## src/rtl/vfc_pkg.sv

```systemverilog
// Shared constants and types for the vector FP compare unit.
// Assumes a 128-bit vector and the three IEEE binary formats 32/64/128.
package vfc_pkg;
    localparam int VEC_W     = 128;
    localparam int S_W       = 32;
    localparam int D_W       = 64;
    localparam int Q_W       = 128;
    localparam int S_EW      = 8;
    localparam int D_EW      = 11;
    localparam int Q_EW      = 15;
    localparam int S_LANES   = VEC_W / S_W;
    localparam int D_LANES   = VEC_W / D_W;
    localparam int MAX_LANES = S_LANES;
    localparam int LANE_W    = $clog2(MAX_LANES);
    localparam int CNT_W     = LANE_W + 1;

    typedef enum logic [1:0] {FMT_S = 2'd0, FMT_D = 2'd1, FMT_Q = 2'd2, FMT_BAD = 2'd3} fmt_e;
    typedef enum logic [1:0] {PRED_EQ = 2'd0, PRED_GT = 2'd1, PRED_GE = 2'd2, PRED_BAD = 2'd3} pred_e;

    typedef struct packed {
        logic single;
        logic sig_q;
        logic set_cc;
        logic spec;
    } ctrl_t;
endpackage

```

## src/rtl/vfc_decode.sv

```systemverilog
// Modifier decode: extracts the mode bits and flags illegal combinations.
// Assumes purely combinational use; the caller samples the result on start.
module vfc_decode
    import vfc_pkg::*;
(
    input  fmt_e        fmt_i,
    input  pred_e       pred_i,
    input  logic [3:0]  mode_i,
    input  logic [3:0]  cc_ctl_i,
    input  logic        enh_i,
    output ctrl_t       ctrl_o
);
    // Decode control bits and the specification check.
    always_comb begin
        ctrl_o.single = mode_i[3];
        ctrl_o.sig_q  = mode_i[2];
        ctrl_o.set_cc = cc_ctl_i[0];
        ctrl_o.spec   = (mode_i[1:0] != 2'b00) || (cc_ctl_i[3:1] != 3'b000)
                     || (fmt_i == FMT_BAD) || (pred_i == PRED_BAD)
                     || (mode_i[3] && fmt_i == FMT_Q)
                     || (!enh_i && (fmt_i != FMT_D || mode_i[2]));
    end
endmodule

```

## src/rtl/vfc_fp_cmp.sv

```systemverilog
// One IEEE binary compare of width W with EW exponent bits.
// hit = A pred B (ordered); invalid flags signalling NaNs, or any NaN when sig_q.
module vfc_fp_cmp
    import vfc_pkg::*;
#(
    parameter int W  = 32,
    parameter int EW = 8
) (
    input  logic [W-1:0] a_i,
    input  logic [W-1:0] b_i,
    input  pred_e        pred_i,
    input  logic         sig_q_i,
    output logic         hit_o,
    output logic         invalid_o
);
    localparam int MW = W - EW - 1;

    logic nan_a, nan_b, snan_a, snan_b, any_nan, both_zero, b_lt_a, equal;

    // Classify operands and evaluate the ordered relations.
    always_comb begin
        nan_a     = (&a_i[W-2 -: EW]) && (|a_i[MW-1:0]);
        nan_b     = (&b_i[W-2 -: EW]) && (|b_i[MW-1:0]);
        snan_a    = nan_a && !a_i[MW-1];
        snan_b    = nan_b && !b_i[MW-1];
        any_nan   = nan_a || nan_b;
        both_zero = (a_i[W-2:0] == '0) && (b_i[W-2:0] == '0);
        equal     = both_zero || (a_i == b_i);
        if (both_zero)
            b_lt_a = 1'b0;
        else if (a_i[W-1] != b_i[W-1])
            b_lt_a = b_i[W-1];
        else if (!b_i[W-1])
            b_lt_a = b_i[W-2:0] < a_i[W-2:0];
        else
            b_lt_a = b_i[W-2:0] > a_i[W-2:0];
        unique case (pred_i)
            PRED_EQ: hit_o = !any_nan && equal;
            PRED_GT: hit_o = !any_nan && b_lt_a;
            PRED_GE: hit_o = !any_nan && (b_lt_a || equal);
            default: hit_o = 1'b0;
        endcase
        invalid_o = snan_a || snan_b || (sig_q_i && any_nan);
    end
endmodule

```

## src/rtl/vfc_lane_bank.sv

```systemverilog
// Compare lanes for every format, muxed onto a common lane view by format.
// Lane 0 is the most significant element of each vector.
module vfc_lane_bank
    import vfc_pkg::*;
(
    input  logic [VEC_W-1:0]     a_i,
    input  logic [VEC_W-1:0]     b_i,
    input  fmt_e                 fmt_i,
    input  pred_e                pred_i,
    input  logic                 sig_q_i,
    output logic [MAX_LANES-1:0] hit_o,
    output logic [MAX_LANES-1:0] inv_o,
    output logic [CNT_W-1:0]     n_lanes_o
);
    logic [S_LANES-1:0] hit_s, inv_s;
    logic [D_LANES-1:0] hit_d, inv_d;
    logic               hit_q, inv_q;

    for (genvar g = 0; g < S_LANES; g++) begin : g_s
        vfc_fp_cmp #(.W(S_W), .EW(S_EW)) u_cmp (
            .a_i(a_i[VEC_W-1-S_W*g -: S_W]), .b_i(b_i[VEC_W-1-S_W*g -: S_W]),
            .pred_i(pred_i), .sig_q_i(sig_q_i), .hit_o(hit_s[g]), .invalid_o(inv_s[g]));
    end
    for (genvar g = 0; g < D_LANES; g++) begin : g_d
        vfc_fp_cmp #(.W(D_W), .EW(D_EW)) u_cmp (
            .a_i(a_i[VEC_W-1-D_W*g -: D_W]), .b_i(b_i[VEC_W-1-D_W*g -: D_W]),
            .pred_i(pred_i), .sig_q_i(sig_q_i), .hit_o(hit_d[g]), .invalid_o(inv_d[g]));
    end
    vfc_fp_cmp #(.W(Q_W), .EW(Q_EW)) u_cmp_q (
        .a_i(a_i), .b_i(b_i), .pred_i(pred_i), .sig_q_i(sig_q_i),
        .hit_o(hit_q), .invalid_o(inv_q));

    // Select the lane flags and lane count of the active format.
    always_comb begin
        hit_o     = '0;
        inv_o     = '0;
        n_lanes_o = '0;
        unique case (fmt_i)
            FMT_S: begin
                hit_o[S_LANES-1:0] = hit_s;
                inv_o[S_LANES-1:0] = inv_s;
                n_lanes_o          = CNT_W'(S_LANES);
            end
            FMT_D: begin
                hit_o[D_LANES-1:0] = hit_d;
                inv_o[D_LANES-1:0] = inv_d;
                n_lanes_o          = CNT_W'(D_LANES);
            end
            FMT_Q: begin
                hit_o[0]  = hit_q;
                inv_o[0]  = inv_q;
                n_lanes_o = CNT_W'(1);
            end
            default: n_lanes_o = '0;
        endcase
    end
endmodule

```

## src/rtl/vfp_cmp_unit.sv

```systemverilog
// Vector FP compare unit top: decode, lane compare, ordered scan with
// stop-at-first-exception, condition-code summary and result registers.
// Assumes one request per start pulse; outcome is strobed one cycle later.
module vfp_cmp_unit
    import vfc_pkg::*;
(
    input  logic               clk,
    input  logic               rst_n,
    input  logic               start_i,
    input  logic [VEC_W-1:0]   op_a_i,
    input  logic [VEC_W-1:0]   op_b_i,
    input  logic [1:0]         fmt_i,
    input  logic [1:0]         pred_i,
    input  logic [3:0]         mode_i,
    input  logic [3:0]         cc_ctl_i,
    input  logic               enh_i,
    input  logic               inv_trap_en_i,
    output logic               valid_o,
    output logic [VEC_W-1:0]   result_o,
    output logic [1:0]         cc_o,
    output logic               spec_exc_o,
    output logic               inv_exc_o,
    output logic [LANE_W-1:0]  exc_lane_o
);
    fmt_e  fmt;
    pred_e pred;
    ctrl_t ctrl;
    logic [MAX_LANES-1:0] lane_hit, lane_inv, keep;
    logic [CNT_W-1:0]     n_lanes, n_proc, cnt;
    logic                 stop, inv_any;
    logic [LANE_W-1:0]    inv_lane;
    logic [1:0]           cc_new;
    logic [VEC_W-1:0]     res_new;

    assign fmt  = fmt_e'(fmt_i);
    assign pred = pred_e'(pred_i);

    vfc_decode u_dec (
        .fmt_i(fmt), .pred_i(pred), .mode_i(mode_i), .cc_ctl_i(cc_ctl_i),
        .enh_i(enh_i), .ctrl_o(ctrl));

    vfc_lane_bank u_bank (
        .a_i(op_a_i), .b_i(op_b_i), .fmt_i(fmt), .pred_i(pred),
        .sig_q_i(ctrl.sig_q), .hit_o(lane_hit), .inv_o(lane_inv), .n_lanes_o(n_lanes));

    // Scan lanes upward, stopping at the first invalid-operation lane.
    always_comb begin
        n_proc   = ctrl.single ? CNT_W'(1) : n_lanes;
        keep     = '0;
        cnt      = '0;
        stop     = 1'b0;
        inv_any  = 1'b0;
        inv_lane = '0;
        for (int i = 0; i < MAX_LANES; i++) begin
            if (CNT_W'(i) < n_proc && !stop) begin
                if (lane_hit[i]) begin
                    keep[i] = 1'b1;
                    cnt     = cnt + CNT_W'(1);
                end
                if (lane_inv[i]) begin
                    stop     = 1'b1;
                    inv_any  = 1'b1;
                    inv_lane = LANE_W'(i);
                end
            end
        end
        if (cnt == '0)
            cc_new = 2'd3;
        else if (cnt == n_proc)
            cc_new = 2'd0;
        else
            cc_new = 2'd1;
    end

    // Expand the kept lane flags into element masks for the active format.
    always_comb begin
        res_new = '0;
        unique case (fmt)
            FMT_S: for (int i = 0; i < S_LANES; i++)
                       res_new[VEC_W-1-S_W*i -: S_W] = {S_W{keep[i]}};
            FMT_D: for (int i = 0; i < D_LANES; i++)
                       res_new[VEC_W-1-D_W*i -: D_W] = {D_W{keep[i]}};
            default: res_new = {VEC_W{keep[0]}};
        endcase
    end

    // Register the outcome and commit the destination and condition code.
    always_ff @(posedge clk) begin
        if (!rst_n) begin
            valid_o    <= 1'b0;
            result_o   <= '0;
            cc_o       <= '0;
            spec_exc_o <= 1'b0;
            inv_exc_o  <= 1'b0;
            exc_lane_o <= '0;
        end else begin
            valid_o    <= start_i;
            spec_exc_o <= start_i && ctrl.spec;
            inv_exc_o  <= start_i && !ctrl.spec && inv_any;
            if (start_i && !ctrl.spec) begin
                exc_lane_o <= inv_lane;
                if (!(inv_any && inv_trap_en_i)) begin
                    result_o <= res_new;
                    if (ctrl.set_cc)
                        cc_o <= cc_new;
                end
            end
        end
    end

    // a result strobe follows every start one cycle later.
    assert_valid_after_start_R12: assert property (@(posedge clk) disable iff (!rst_n)
        start_i |=> valid_o);
    // no strobe without a preceding start.
    assert_no_spurious_valid_R12: assert property (@(posedge clk) disable iff (!rst_n)
        valid_o |-> $past(start_i));
    // the code 2 is never produced.
    assert_cc_not_two_R4: assert property (@(posedge clk) disable iff (!rst_n)
        cc_o != 2'd2);
    // a specification exception leaves destination and code untouched.
    assert_spec_no_write_R9: assert property (@(posedge clk) disable iff (!rst_n)
        (valid_o && spec_exc_o) |-> ($stable(result_o) && $stable(cc_o)));
    // specification and invalid-operation are never reported together.
    assert_exc_exclusive_R9: assert property (@(posedge clk) disable iff (!rst_n)
        $onehot0({spec_exc_o, inv_exc_o}));
    // a trapped invalid operation writes nothing.
    assert_trap_no_write_R8: assert property (@(posedge clk) disable iff (!rst_n)
        (valid_o && inv_exc_o && $past(inv_trap_en_i)) |-> ($stable(result_o) && $stable(cc_o)));
    // with the set-code bit clear the condition code holds.
    assert_cc_hold_R11: assert property (@(posedge clk) disable iff (!rst_n)
        (valid_o && $past(!cc_ctl_i[0])) |-> $stable(cc_o));
    // single-element mode leaves the lower elements zero when it writes.
    assert_single_low_zero_R5: assert property (@(posedge clk) disable iff (!rst_n)
        (valid_o && !spec_exc_o && $past(mode_i[3] && !inv_trap_en_i)) |-> (result_o[D_W-1:0] == '0));
endmodule

```

## config.mk

```make
export PLATFORM = sky130hd
export DESIGN_NAME = vfp_cmp_unit
export DESIGN_NICKNAME = d
export VERILOG_FILES = /design/src/rtl/vfc_pkg.sv /design/src/rtl/vfc_decode.sv /design/src/rtl/vfc_fp_cmp.sv /design/src/rtl/vfc_lane_bank.sv /design/src/rtl/vfp_cmp_unit.sv
export SDC_FILE = /design/constraint.sdc
export NUM_CORES = 1
export LEC_CHECK = 0
export BUFFER_PORTS_ARGS = -buffer_cell sky130_fd_sc_hd__buf_2
export CORE_MARGIN = 5
export CORE_UTILIZATION = 50
export CTS_BUF_LIST = sky130_fd_sc_hd__clkbuf_8
export CTS_CLUSTER_DIAMETER = 150
export CTS_CLUSTER_SIZE = 30
export DETAILED_ROUTE_END_ITERATION = 8
export PLACE_DENSITY = 0.8
export SLEW_MARGIN = 20
export SYNTH_ARGS = -nofsm -noshare
export SYNTH_HDL_FRONTEND = slang
export SYNTH_HIERARCHICAL = 1
export SYNTH_SLANG_ARGS = --single-unit
```

## constraint.sdc

```tcl
create_clock -name clk -period 10.7 [get_ports clk]
set_input_delay 1.07 -clock clk [delete_from_list [all_inputs] [get_ports clk]]
set_output_delay 1.07 -clock clk [all_outputs]
set_load 0.02 [all_outputs]
```

-- Yosys cells after proc, flatten, opt, wreduce, memory -nomap -nowiden
Index checks and enable logic that the tools add are counted.
- word-level logic and storage cells: 304
- register bits: 104
- input port bits: 273
- output and inout bits: 135
- add/subtract/negate cells: 3
- mux-type cells: 69
- reductions and logical operators: 188
- bitwise logic cells: 1
- $lt $le $gt $ge: 18
- equality and inequality tests: 19
- operator list (cell ; number):
    127-bit logical NOT ; 2
    63-bit logical NOT ; 4
    31-bit logical NOT ; 8
    112-bit OR reduction ; 2
    52-bit OR reduction ; 4
    96-bit one-hot mux with 2 select lines ; 1
    23-bit OR reduction ; 8
    128-bit equality test ; 1
    32-bit equality test ; 4
    64-bit equality test ; 2
    127-bit > comparator ; 1
    127-bit < comparator ; 1
    63-bit > comparator ; 2
    63-bit < comparator ; 2
    31-bit > comparator ; 4
    31-bit < comparator ; 4
    1-bit logical AND ; 72
    8-bit AND reduction ; 8
    11-bit AND reduction ; 4
    1-bit two-way mux ; 42
    1-bit logical OR ; 41
    15-bit AND reduction ; 2
    1-bit one-hot mux with 3 select lines ; 9
    1-bit logical NOT ; 26
    19 further kinds ; 44

-- Longest topological paths before layout
- depth in word-level cells: 22
- mapped depth: 27
- mapped depth without buffers: 27

-- By module
Netlist, hierarchy kept.
- modules (own cells, without submodules) (module ; times used ; cells an instance ; area each (um2) ; seq. area each (um2)):
    vfc_fp_cmp (u_bank.g_s[0].u_cmp ...) ; 4 ; 166 ; 1153.6 ; 0.0
    vfc_fp_cmp (u_bank.g_d[0].u_cmp ...) ; 2 ; 298 ; 2062.0 ; 0.0
    vfc_fp_cmp (u_bank.u_cmp_q) ; 1 ; 584 ; 4033.9 ; 0.0
    vfp_cmp_unit ; 1 ; 240 ; 1888.1 ; 220.2
    vfc_lane_bank ; 1 ; 16 ; 118.9 ; 0.0
    vfc_decode ; 1 ; 10 ; 67.6 ; 0.0

-- Worst setup path after synthesis
OpenSTA, ideal clock, no wires.
- path kind: input-to-reg
- from: input op_a_i[122]
- to: register cc_o[0]
- required time: 10.570 ns
- path buffers: 0
- arrival: 5.698 ns
- setup slack: 4.872 ns
- cell stages on the path: 26
- setup time: 0.130 ns
- path through: inv_1 -> ha_1 -> nand4_1 -> or4_4 -> nand3b_4 -> nor4_4 -> or2_1 -> o22ai_1 -> a211o_1 -> a21oi_1 -> o211ai_1 -> o2bb2ai_1 -> o41a_4 -> ha_1 -> nand3_1 -> and2_1 -> inv_1 -> ha_1 -> nand3_1 -> o21ai_0 -> ha_1 -> and2_1 -> o2111ai_1 -> o311ai_1 -> a2111oi_1 -> o22ai_1
- cells in the longest elaborated chain, start to end: 22
- elaborated cells on any way between the ends: 100
- those cells by class: 3 x add/sub; 6 x order compare; 4 x eq/ne; 32 x mux; 1 x bitwise; 54 x reduce/logical
- ends and longest elaborated chain (element ; line ; source):
    start: declaration ; vfp_cmp_unit.sv:10 ; input logic [VEC_W-1:0] op_a_i,
    127-bit < comparator / 127-bit > comparator (equally long branches) ; vfc_fp_cmp.sv:34, vfc_fp_cmp.sv:36 ;
    1-bit two-way mux ; vfc_fp_cmp.sv:33 ; else if (!b_i[W-1])
    1-bit two-way mux ; vfc_fp_cmp.sv:31 ; else if (a_i[W-1] != b_i[W-1])
    1-bit two-way mux ; vfc_fp_cmp.sv:29 ; if (both_zero)
    1-bit logical OR ; vfc_fp_cmp.sv:40 ; PRED_GE: hit_o = !any_nan && (b_lt_a || equal);
    1-bit logical AND ; vfc_fp_cmp.sv:40 ;
    1-bit one-hot mux with 3 select lines (*) ; vfc_fp_cmp.sv:37 ; unique case (pred_i)
    net u_bank.hit_q ; vfc_lane_bank.sv:17 ; logic hit_q, inv_q;
    [... 1 more ...] ; - ;
    net lane_hit[0] ; vfp_cmp_unit.sv:28 ; logic [MAX_LANES-1:0] lane_hit, lane_inv, keep;
    [... 6 more ...] ; - ;
    3-bit two-way mux ; vfp_cmp_unit.sv:56 ; if (lane_hit[i]) begin
    3-bit two-way mux (*) ; vfp_cmp_unit.sv:55 ; if (CNT_W'(i) < n_proc && !stop) begin
    3-bit by 1-bit adder with 3-bit output ; vfp_cmp_unit.sv:58 ; cnt = cnt + CNT_W'(1);
    3-bit two-way mux ; vfp_cmp_unit.sv:56 ;
    3-bit two-way mux (*) ; vfp_cmp_unit.sv:55 ;
    3-bit equality test ; vfp_cmp_unit.sv:69 ; else if (cnt == n_proc)
    1-bit two-way mux ; vfp_cmp_unit.sv:69 ;
    2-bit two-way mux (*) ; vfp_cmp_unit.sv:67 ; if (cnt == '0)
    end signal: assignment ; vfp_cmp_unit.sv:105 ; cc_o <= cc_new;
    end: declaration ; vfp_cmp_unit.sv:20 ; output logic [1:0] cc_o,
Mark *: on every way through the listed nets, which the timed path passes. The rest lies on a longest branch.
A chain may end at the register's enable or synchronous reset.

-- Worst setup path after layout
- from: input op_a_i[66]
- to: register cc_o[0]
- cells in the longest elaborated chain, start to end: 22
- elaborated cells on any way between the ends: 102
- those cells by class: 3 x add/sub; 6 x order compare; 4 x eq/ne; 34 x mux; 1 x bitwise; 54 x reduce/logical
- ends and longest elaborated chain (element ; line ; source):
    63-bit < comparator / 63-bit > comparator (equally long branches) ; vfc_fp_cmp.sv:34, vfc_fp_cmp.sv:36 ;
    1-bit two-way mux ; vfc_fp_cmp.sv:33 ;
    1-bit two-way mux ; vfc_fp_cmp.sv:31 ;
    1-bit two-way mux ; vfc_fp_cmp.sv:29 ;
    1-bit logical OR ; vfc_fp_cmp.sv:40 ;
    1-bit logical AND ; vfc_fp_cmp.sv:40 ;
    1-bit one-hot mux with 3 select lines (*) ; vfc_fp_cmp.sv:37 ;
    net u_bank.hit_d[0] ; vfc_lane_bank.sv:16 ; logic [D_LANES-1:0] hit_d, inv_d;
    [... 1 more ...] ; - ;
    net lane_hit[0] ; vfp_cmp_unit.sv:28 ;
    [... 6 more ...] ; - ;
    3-bit two-way mux ; vfp_cmp_unit.sv:56 ;
    3-bit two-way mux (*) ; vfp_cmp_unit.sv:55 ;
    3-bit by 1-bit adder with 3-bit output ; vfp_cmp_unit.sv:58 ;
    3-bit two-way mux ; vfp_cmp_unit.sv:56 ;
    3-bit two-way mux (*) ; vfp_cmp_unit.sv:55 ;
    3-bit equality test ; vfp_cmp_unit.sv:69 ;
    1-bit two-way mux ; vfp_cmp_unit.sv:69 ;
    2-bit two-way mux (*) ; vfp_cmp_unit.sv:67 ;
Marked as above.

==> summary.txt <==
Buffers inserted by post-CTS timing repair: 0
Port-buffer cells: 407
Clk_skew: 0 ns
Fin Hold WS: 0.471 ns
Hold Startpoint: exc_lane_o[1]
Number of distinct library cells after synthesis: 82
Die ar.: 33200 um^2
Clock Path Buffers: 2
Layout Nets: 3064
WP data arrival: 6.64 ns
Yosys warnings: 6
# fillers: 2874
Fin. Hold Viols: 0
WP data required: 10.81 ns
Die H: 182 um
EDFF count, synth: 0
H-tree lvl count: 1
Setup Crit Path Kind: input pin to flop
Area Growth Syn to Fin: 10.8%
First-pass detailed-route iteration total: 6
Max-slew violation count: 0
Mapped Cells: 2110
Period utilization: 0.610
Synth async-reset ratio: 0
Hold Crit Class: flop to flop
CTS tree: yes
Post-Route Setup TNS: 0 ns
Static leakage: 9.20 nW
TritonCTS buffer count: 3
Initial DRC Count: 2482
Avg Inst Size Synth: 7.04 um^2
Largest net degree at the start of global routing: 34
Period minus WS final: 6.53 ns
Fmax: 0.153 GHz
Vias post-DR: 18282
Worst-path clk slew: 0.05 ns
Antenna violations before repair: 8
Cell Pwr Density: 42.0 nW/um^2
Global Route Usage Sum: 0.347
First-pass GRT wire length: 93.5 mm
Clock sinks: 11
Drt total wl: 63.3 mm
Worst skew pair latency: 0.23 ns
Setup crit start kind: input pin
Max Cap Viol: 0
Register area share after synthesis: 0.0148
Root buffer cell: clkbuf_8
Rows: 63
Area contributors post-synth: ha_1 (34%), inv_1 (11%), nor4_1 (8.5%)
Placed cells: 2775
Storage cell area: 220 um^2
Yosys reg bits: 11
Netlist Area Pre-Place: 14800 um^2
Multi-input gate area: 12100 um^2
Worst slack, placed: 4.07 ns
Post-CTS sizing: 0
Io pins: 408
Status: completed
Setup ws final: 4.17 ns
FF-to-FF Start: result_o[95]
CTS Hold Bufs: 0
Crit Path Max Fanout: 7
Routed len/inst: 22.7 um
Layout cells sized above 1: 0.200
Top FF cell, synth: dfxtp_1
Area leader, netlist: ha_1
Vias per std cell: 6.56
Syn_nets: 2784
Worst-margin pin slew: 1.07 ns
Total global routing overflow: 0
Core Box Area: 29500 um^2
VDD IR max: 34.5 uV
Crit path from: op_a_i[66]
Vias in the first global route: 16639
Final instance count without filler cells: 2789
RSZ-0062 raised after global routing: false
Max_slew headroom: 0.282
Initial Util: 0.504
Drt drc: 0
Routed Antenna Nets: 0
Final setup viols: 0
Gp weighted congestion: 1.05
Die X: 182 um
Crit path capture type: flop
Synth top area share: 0.338
DPL Wire Length: 51.6 mm
==> flip-flops by register name, indices dropped and copies added (netlist names) <==
name	cells
cc_o	2
exc_lane_o	2
inv_exc_o	1
result_o	4
spec_exc_o	1
valid_o	1
==> per-stage QoR <==
stage | cell area [um^2] | power (mW) | util
finish | 16500 | 0.691 | 0.558
CTS | 16400 | 0.666 | 0.557
global route | 16400 | 0.746 | 0.558
detailed placement | 16400 | 0.621 | 0.556
global placement | 16400 | 0.600 | 0.556
floorplan | 14800 | 0.366 | -
==> power by group <==
part           switching [mW]  internal [mW]
clock                  0.0162         0.0256
sequential           0.000477         0.0416
combinational           0.389          0.218
total                   0.406          0.285
==> layout make-up <==
type                            count  area share
Inverter                          418      0.0954
Clock buffer                        3     0.00251
Tap cell                          390      0.0297
Sequential cell                    11      0.0134
Timing Repair Buffer              407       0.124
Antenna cell                       10     0.00152
Multi-Input combinational cell   1549       0.733
Clock inverter                      1    0.000304
==> routing by layer <==
layer	vias to the layer above	track usage	share of wire
li1	8261	-	-
met1	8401	0.457	0.38
met2	1349	0.550	0.43
met3	271	0.0698	0.13
met4	0	0.152	0.052
met5	-	0	0
==> placed cells by master (no fill, tap or decap), types with 10 or more instances in the layout <==
master and n:
buf_2 407, nand4_1 138, nand3b_1 10, nor4_2 10, diode_2 10, ha_1 401, o21ai_0 44, nand3_1 71
inv_1 418, a21o_1 21, nand2_1 137, and2_1 13, o211ai_1 16, a21oi_1 150, nor4_1 202, dfxtp_1 11
a221oi_1 15, o31ai_1 11, nor3_1 25, o21ai_1 22, a211oi_1 21, nor2_1 71
==> path summary, 6_finish.rpt <==
check                  end  slack (ns)  cells past startpoint
min          exc_lane_o[1]        0.47                      2
min reg2reg  exc_lane_o[1]        0.47                      2
max reg2reg   result_o[95]        9.47                      2
max                cc_o[0]        4.17                     28
==> cell families (layout without fill, tap and decap cells) <==
kind of cell / Yosys count / after routing / synth area share
AOI/OAI and AO/OA: 382 / 382 / 0.167
xor gates and xnor gates: 8 / 8 / 0.00472
adders and majority gates: 401 / 401 / 0.338
buffers and inverters: 550 / 829 / 0.172
DFF: 11 / 11 / 0.0148
muxes: 8 / 8 / 0.00539
other: 0 / 10 / 0
and+or+nand+nor: 750 / 750 / 0.298
==> cells in the mapped netlist (10+ instances only) <==
| library cell | number |
|---|---|
| nor4_1 | 202 |
| o21ai_0 | 44 |
| a211oi_1 | 21 |
| a21o_1 | 21 |
| ha_1 | 401 |
| o31ai_1 | 11 |
| a221oi_1 | 15 |
| nand2_1 | 137 |
| o21ai_1 | 22 |
| buf_4 | 127 |
| dfxtp_1 | 11 |
| nor2_1 | 71 |
| and2_1 | 13 |
| inv_1 | 418 |
| nand4_1 | 138 |
| nand3b_1 | 10 |
| o211ai_1 | 16 |
| nand3_1 | 71 |
| nor4_2 | 10 |
| a21oi_1 | 150 |
| nor3_1 | 25 |
==> worst max-delay path, stage by stage <==
cell       delay [ns]
buf_2            0.26
inv_1            0.09
ha_1             0.34
a21oi_1          0.14
a21oi_1          0.08
o31ai_1          0.23
o211ai_1         0.21
a221oi_1         0.68
a21oi_1          0.19
o221ai_2         0.21
nand2_1          0.08
a31o_1           0.22
mux2i_1          0.13
o2bb2ai_1        0.10
o41a_4           0.15
ha_1             0.34
nand3_1          0.12
and2_1           0.17
inv_1            0.07
ha_1             0.29
nand3_1          0.09
o21ai_0          0.09
ha_1             0.27
and2_1           0.19
o2111ai_1        0.19
o311ai_1         0.15
a2111oi_1        0.37
o22ai_1          0.12
Note: power is estimated with default switching activity, not from simulation.
